$ cat src/rtl/tdc_pkg.sv
package tdc_pkg;
    localparam int TM_W  = 3;
    localparam int EC_W  = 2;
    localparam int CFG_W = TM_W + EC_W;

    localparam logic [EC_W-1:0] EC_SYNC = 2'b00;
    localparam logic [EC_W-1:0] EC_BRK  = 2'b01;

    // trace-mode bit positions inside tm
    localparam int TM_BRANCH = 2;
    localparam int TM_DATA   = 1;
    localparam int TM_OWN    = 0;

    typedef struct packed {
        logic [TM_W-1:0] tm;
        logic [EC_W-1:0] ec;
    } cfg_t;

    typedef struct packed {
        logic dbg_en;
        logic dbg_on_rst;
        logic sys_rst_prev;
        logic halt_pulse;
        logic lock_err;
    } acc_t;
endpackage

$ cat src/rtl/tdc_evt_sync.sv
module tdc_evt_sync #(
    parameter int STAGES = 2
) (
    input  logic clk,
    input  logic rst_n,
    input  logic evt_in,
    output logic level,
    output logic rise
);
    localparam int SH_W = STAGES + 1;

    logic [SH_W-1:0] sh_d, sh_q;

    always_comb begin
        sh_d = {sh_q[SH_W-2:0], evt_in};
    end

    always_ff @(posedge clk or negedge rst_n) begin
        if (!rst_n) sh_q <= '0;
        else        sh_q <= sh_d;
    end

    assign level = sh_q[STAGES-1];
    assign rise  = sh_q[STAGES-1] & ~sh_q[STAGES];
endmodule

$ cat src/rtl/tdc_pend_flag.sv
module tdc_pend_flag (
    input  logic clk,
    input  logic rst_n,
    input  logic set,
    input  logic ack,
    output logic pend
);
    logic pend_d, pend_q;

    always_comb begin
        pend_d = set | (pend_q & ~ack);
    end

    always_ff @(posedge clk or negedge rst_n) begin
        if (!rst_n) pend_q <= 1'b0;
        else        pend_q <= pend_d;
    end

    assign pend = pend_q;
endmodule

$ cat src/rtl/tdc_access_lock.sv
module tdc_access_lock
    import tdc_pkg::*;
(
    input  logic       clk,
    input  logic       rst_n,
    input  logic       sys_rst,
    input  logic       acc_wr,
    input  logic [1:0] acc_data,
    output logic       dbg_en,
    output logic       dbg_on_rst,
    output logic       halt_pulse,
    output logic       lock_err
);
    acc_t st_d, st_q;

    always_comb begin
        st_d = st_q;
        st_d.sys_rst_prev = sys_rst;
        if (acc_wr) begin
            if (sys_rst) begin
                st_d.dbg_en     = acc_data[0];
                st_d.dbg_on_rst = acc_data[1];
            end else begin
                st_d.lock_err = 1'b1;
            end
        end
        st_d.halt_pulse = st_q.sys_rst_prev & ~sys_rst
                        & st_q.dbg_en & st_q.dbg_on_rst;
    end

    always_ff @(posedge clk or negedge rst_n) begin
        if (!rst_n) st_q <= '0;
        else        st_q <= st_d;
    end

    assign dbg_en     = st_q.dbg_en;
    assign dbg_on_rst = st_q.dbg_on_rst;
    assign halt_pulse = st_q.halt_pulse;
    assign lock_err   = st_q.lock_err;
endmodule

$ cat src/rtl/trace_dbg_ctrl.sv
module trace_dbg_ctrl
    import tdc_pkg::*;
#(
    parameter int SYNC_STAGES = 2
) (
    input  logic             clk,
    input  logic             rst_n,
    input  logic             sys_rst,
    input  logic             wr_en,
    input  logic             wr_addr,
    input  logic [CFG_W-1:0] wr_data,
    input  logic             evt_in,
    input  logic             pgm_ack,
    input  logic             dat_ack,
    output logic             trc_branch_en,
    output logic             trc_data_en,
    output logic             trc_own_en,
    output logic             pgm_sync_pend,
    output logic             dat_sync_pend,
    output logic             brk_req,
    output logic             dbg_en,
    output logic             halt_on_exit,
    output logic             halt_pulse,
    output logic             lock_err
);
    localparam int N_KIND = 2;   // 0: program trace, 1: data trace

    cfg_t cfg_d, cfg_q;
    logic evt_level, evt_rise;
    logic dbg_on_rst;
    logic [N_KIND-1:0] kind_en, kind_ack, kind_set, kind_pend;

    always_comb begin
        cfg_d = cfg_q;
        if (wr_en && !wr_addr) cfg_d = cfg_t'(wr_data);
    end

    always_ff @(posedge clk or negedge rst_n) begin
        if (!rst_n) cfg_q <= '0;
        else        cfg_q <= cfg_d;
    end

    tdc_evt_sync #(.STAGES(SYNC_STAGES)) evt_sync_i (
        .clk    (clk),
        .rst_n  (rst_n),
        .evt_in (evt_in),
        .level  (evt_level),
        .rise   (evt_rise)
    );

    assign kind_en  = {cfg_q.tm[TM_DATA], cfg_q.tm[TM_BRANCH]};
    assign kind_ack = {dat_ack, pgm_ack};

    generate
        for (genvar k = 0; k < N_KIND; k++) begin : g_kind
            assign kind_set[k] = evt_rise & (cfg_q.ec == EC_SYNC) & kind_en[k];
            tdc_pend_flag flag_i (
                .clk   (clk),
                .rst_n (rst_n),
                .set   (kind_set[k]),
                .ack   (kind_ack[k]),
                .pend  (kind_pend[k])
            );
        end
    endgenerate

    tdc_access_lock acc_i (
        .clk        (clk),
        .rst_n      (rst_n),
        .sys_rst    (sys_rst),
        .acc_wr     (wr_en & wr_addr),
        .acc_data   (wr_data[1:0]),
        .dbg_en     (dbg_en),
        .dbg_on_rst (dbg_on_rst),
        .halt_pulse (halt_pulse),
        .lock_err   (lock_err)
    );

    assign trc_branch_en = cfg_q.tm[TM_BRANCH];
    assign trc_data_en   = cfg_q.tm[TM_DATA];
    assign trc_own_en    = cfg_q.tm[TM_OWN];
    assign pgm_sync_pend = kind_pend[0];
    assign dat_sync_pend = kind_pend[1];
    assign brk_req       = evt_level & (cfg_q.ec == EC_BRK);
    assign halt_on_exit  = dbg_en & dbg_on_rst;
endmodule

$ cat config.mk
export PLATFORM = sky130hd
export DESIGN_NAME = trace_dbg_ctrl
export DESIGN_NICKNAME = d
export VERILOG_FILES = /design/src/rtl/tdc_pkg.sv /design/src/rtl/tdc_evt_sync.sv /design/src/rtl/tdc_pend_flag.sv /design/src/rtl/tdc_access_lock.sv /design/src/rtl/trace_dbg_ctrl.sv
export SDC_FILE = /design/constraint.sdc
export NUM_CORES = 1
export LEC_CHECK = 0
export BUFFER_PORTS_ARGS = -buffer_cell sky130_fd_sc_hd__buf_2
export CORE_UTILIZATION = 40
export CTS_CLUSTER_DIAMETER = 30
export CTS_CLUSTER_SIZE = 10
export DETAILED_ROUTE_END_ITERATION = 7
export PLACE_DENSITY_LB_ADDON = 0.12
export SLEW_MARGIN = 20
export SYNTH_ARGS = -nofsm -noshare
export SYNTH_HDL_FRONTEND = slang
export SYNTH_SLANG_ARGS = --single-unit
$ cat constraint.sdc
create_clock -name clk -period 1.05 [get_ports clk]
set_input_delay 0.21 -clock clk [delete_from_list [all_inputs] [get_ports clk]]
set_output_delay 0.21 -clock clk [all_outputs]
set_load 0.05 [all_outputs]
==> key figures <==
Status
  • Status: finished with violations
  • Failing checks: negative setup slack

Timing
  • RSZ-0062 raised after global routing: true
  • Final period utilization: 119%
  • Hold Vio Cnt, Final: 0
  • Worst Max-Slew Pin Slew: 0.326 ns
  • Setup clock skew after layout: 0.00534 ns
  • Max-slew violation count: 0
  • Relative slew slack: 78.3%
  • Setup_tns: -0.354 ns
  • Min setup slack post-route: -0.196 ns
  • Setup-failing EPs final: 3
  • Fin Hold WS: 0.0392 ns
  • Fin crit period: 1.25 ns
  • Max Fclk: 0.802 GHz

Power and ir drop
  • Switching Share: 30.8%
  • Clk pwr share: 21.4%
  • PwrDens: 1660 nW/um^2
  • Leakage power: 0.430 nW
  • Peak supply drop: 0.900 mV
  • Sequential share of power: 47.3%
  • Int Pwr: 0.987 mW
  • Overall power: 1.43 mW
  • P_sw: 0.440 mW
  • Combinational share of power: 31.3%

Detailed routing
  • Via count: 408
  • Via density: 4.86
  • DR WL met3: 40 um
  • DR pass1 iterations: 3
  • Final WL: 1.11 mm
  • DR WL/cell: 13.2 um
  • Wl on met1: 443 um
  • ANT nets after route: 0
  • Post-route DRC: 0
  • Top sig layer: met3
  • DRT iter0 DRCs: 3
  • Met2 WL: 621 um

Cells and area
  • Layout cells sized above 1: 63.8%
  • ANT cells: 0
  • Commonest non-fill, non-tap cell in the layout: dfrtp_1
  • Most frequent cells in the layout: dfrtp_1, buf_2, buf_6, buf_4, mux2_2
  • Area added between synthesis and finish: 55.2%
  • Number of fill cells: 100
  • NumNets Final: 83
  • Post-route cell area: 858 um^2

Worst setup path
  • Worst setup EP type: output port
  • Worst Setup Start Kind: flip-flop
  • Setup CP Type: reg -> out
  • Crit-path max FO: 2
  • CP arrival: 1.04 ns
  • Worst path required time: 0.84 ns
  • Reg2reg setup slack: 0.03 ns

Logic synthesis
  • Ys Warns: 0
  • Mapped Cells: 34
  • Synth Register Bits: 15
  • Syn avg cell area: 16.3 um^2
  • Netlist cell types: 12
  • Mapped Area: 553 um^2
  • Net Count, Synth: 47
  • Seq/Total Area, Yosys: 67.9%

CTS
  • CTS buffer count: 3
  • TritonCTS clock tree: built
  • H-tree depth: 1
  • Insertion delay to the later sink of the worst-skew pair: 0.27 ns
  • Clock Path Buffers: 2
  • Clock transition at path regs: 0.08 ns
  • Root buf cell: clkbuf_4
  • Clock sinks: 15

Floorplanning
  • Full die area: 1540 um^2
  • Die Y: 39.2 um
  • Starting Density: 42.5%
  • Num ports: 23
  • Die Width: 39.2 um
  • Site row count: 13
  • Core area: 1300 um^2

Placed design
  • Number of port buffers: 22
  • GPL Wtd Cong: 0.636
  • DP Area: 694 um^2
  • HPWL after detailed placement: 776 um

Global routing
  • Pin count of the biggest net entering global routing: 16
  • Total global-route track usage: 17.4%
  • Vias in the first global route: 421
  • Initial antenna violation count: 0
  • Total grt overflow: 0
  • First-pass GRT wire length: 1.73 mm

Run
  • Maxcap violations: 0

Hold path
  • Hold WC Path Type: in -> reg
## Yosys cell counts
library cell  instances  area [um^2]
dfrtp_1              15          375
mux2_2                5         56.3
a22o_1                2         17.5
and3b_1               2         17.5
inv_1                 2         7.51
mux2_1                2         22.5
and2_1                1         6.26
nand2_1               1         3.75
nand3_2               1         10.0
nor2b_4               1         13.8
nor4b_2               1         15.0
o21bai_1              1         7.51
## power by group through the flow
stage	clock network [mW]	registers (mW)	logic (mW)
detailed placement	0	0.685	0.328
floorplan	0	0.795	0.111
global route	0.346	0.682	0.469
finish	0.306	0.675	0.447
global placement	0	0.679	0.322
CTS	0.317	0.674	0.433
## final cells by class
class | count | area, um^2 | area share [%]
inverters | 2 | 7.51 | 0.875
flip-flops and latches | 15 | 377 | 43.9
multi-input cells | 17 | 183 | 21.3
clock buffers | 4 | 26.3 | 3.06
repair buffers | 31 | 246 | 28.7
well taps | 15 | 18.8 | 2.19
## through the flow
step / utilization, % / instances / setup WS [ns]
2_1_floorplan: - / 34 / 0.0144
4_1_cts: 64.2 / 82 / -0.202
6_report: 66.0 / 84 / -0.196
3_3_place_gp: 53.4 / 72 / 0.0327
5_1_grt: 66.0 / 84 / -0.242
3_5_place_dp: 53.4 / 72 / 0.0169
## worst max-delay path: stages (launching register included)
cell	delay (ns)
dfrtp_1	0.38
and3b_2	0.25
buf_8	0.14
## final timing paths
path                       cells past startpoint               endpoint                from
setup reg to reg                               3  g_kind[0].flag_i.pend            cfg_q[1]
setup / recovery                               2                brk_req            cfg_q[1]
hold reg to reg                                0     evt_sync_i.sh_q[1]  evt_sync_i.sh_q[0]
min in group asynchronous                      2  g_kind[1].flag_i.pend               rst_n
max in group asynchronous                      2           acc_i.dbg_en               rst_n
hold / removal                                 1     evt_sync_i.sh_q[0]              evt_in
## sequential cells by signal, summed over array words and instances (netlist names)
name	count
acc_i.st_q	1
acc_i.dbg_en	1
evt_sync_i.sh_q	3
acc_i.dbg_on_rst	1
trc_own_en	1
trc_data_en	1
g_kind.flag_i.pend	2
acc_i.lock_err	1
acc_i.halt_pulse	1
cfg_q	2
trc_branch_en	1
## logic make-up after synthesis
logic type	Yosys count	share of synthesized area, %
simple gates	7	12.0
compound gates	3	4.53
flops	15	67.9
buf+inv	2	1.36
mux	7	14.3
## layer usage
metal	vias to the layer above	GRT usage, %
met2	13	29.2
met5	-	0
met3	0	6.94
met1	203	20.3
li1	192	-
met4	0	5.17
## what timing repair did
| action | 4_1_cts | 5_1_grt |
|---|---|---|
| setup endpoints to repair | 10 | 11 |
| buffers inserted | 5 | 3 |
| pin swaps | 0 | 2 |
| hold buffers | 1 | 0 |
| endpoints found under the hold margin | 15 | 0 |
| gates resized for setup | 20 | 2 |
No activity file was read; power rests on OpenSTA's default activity.
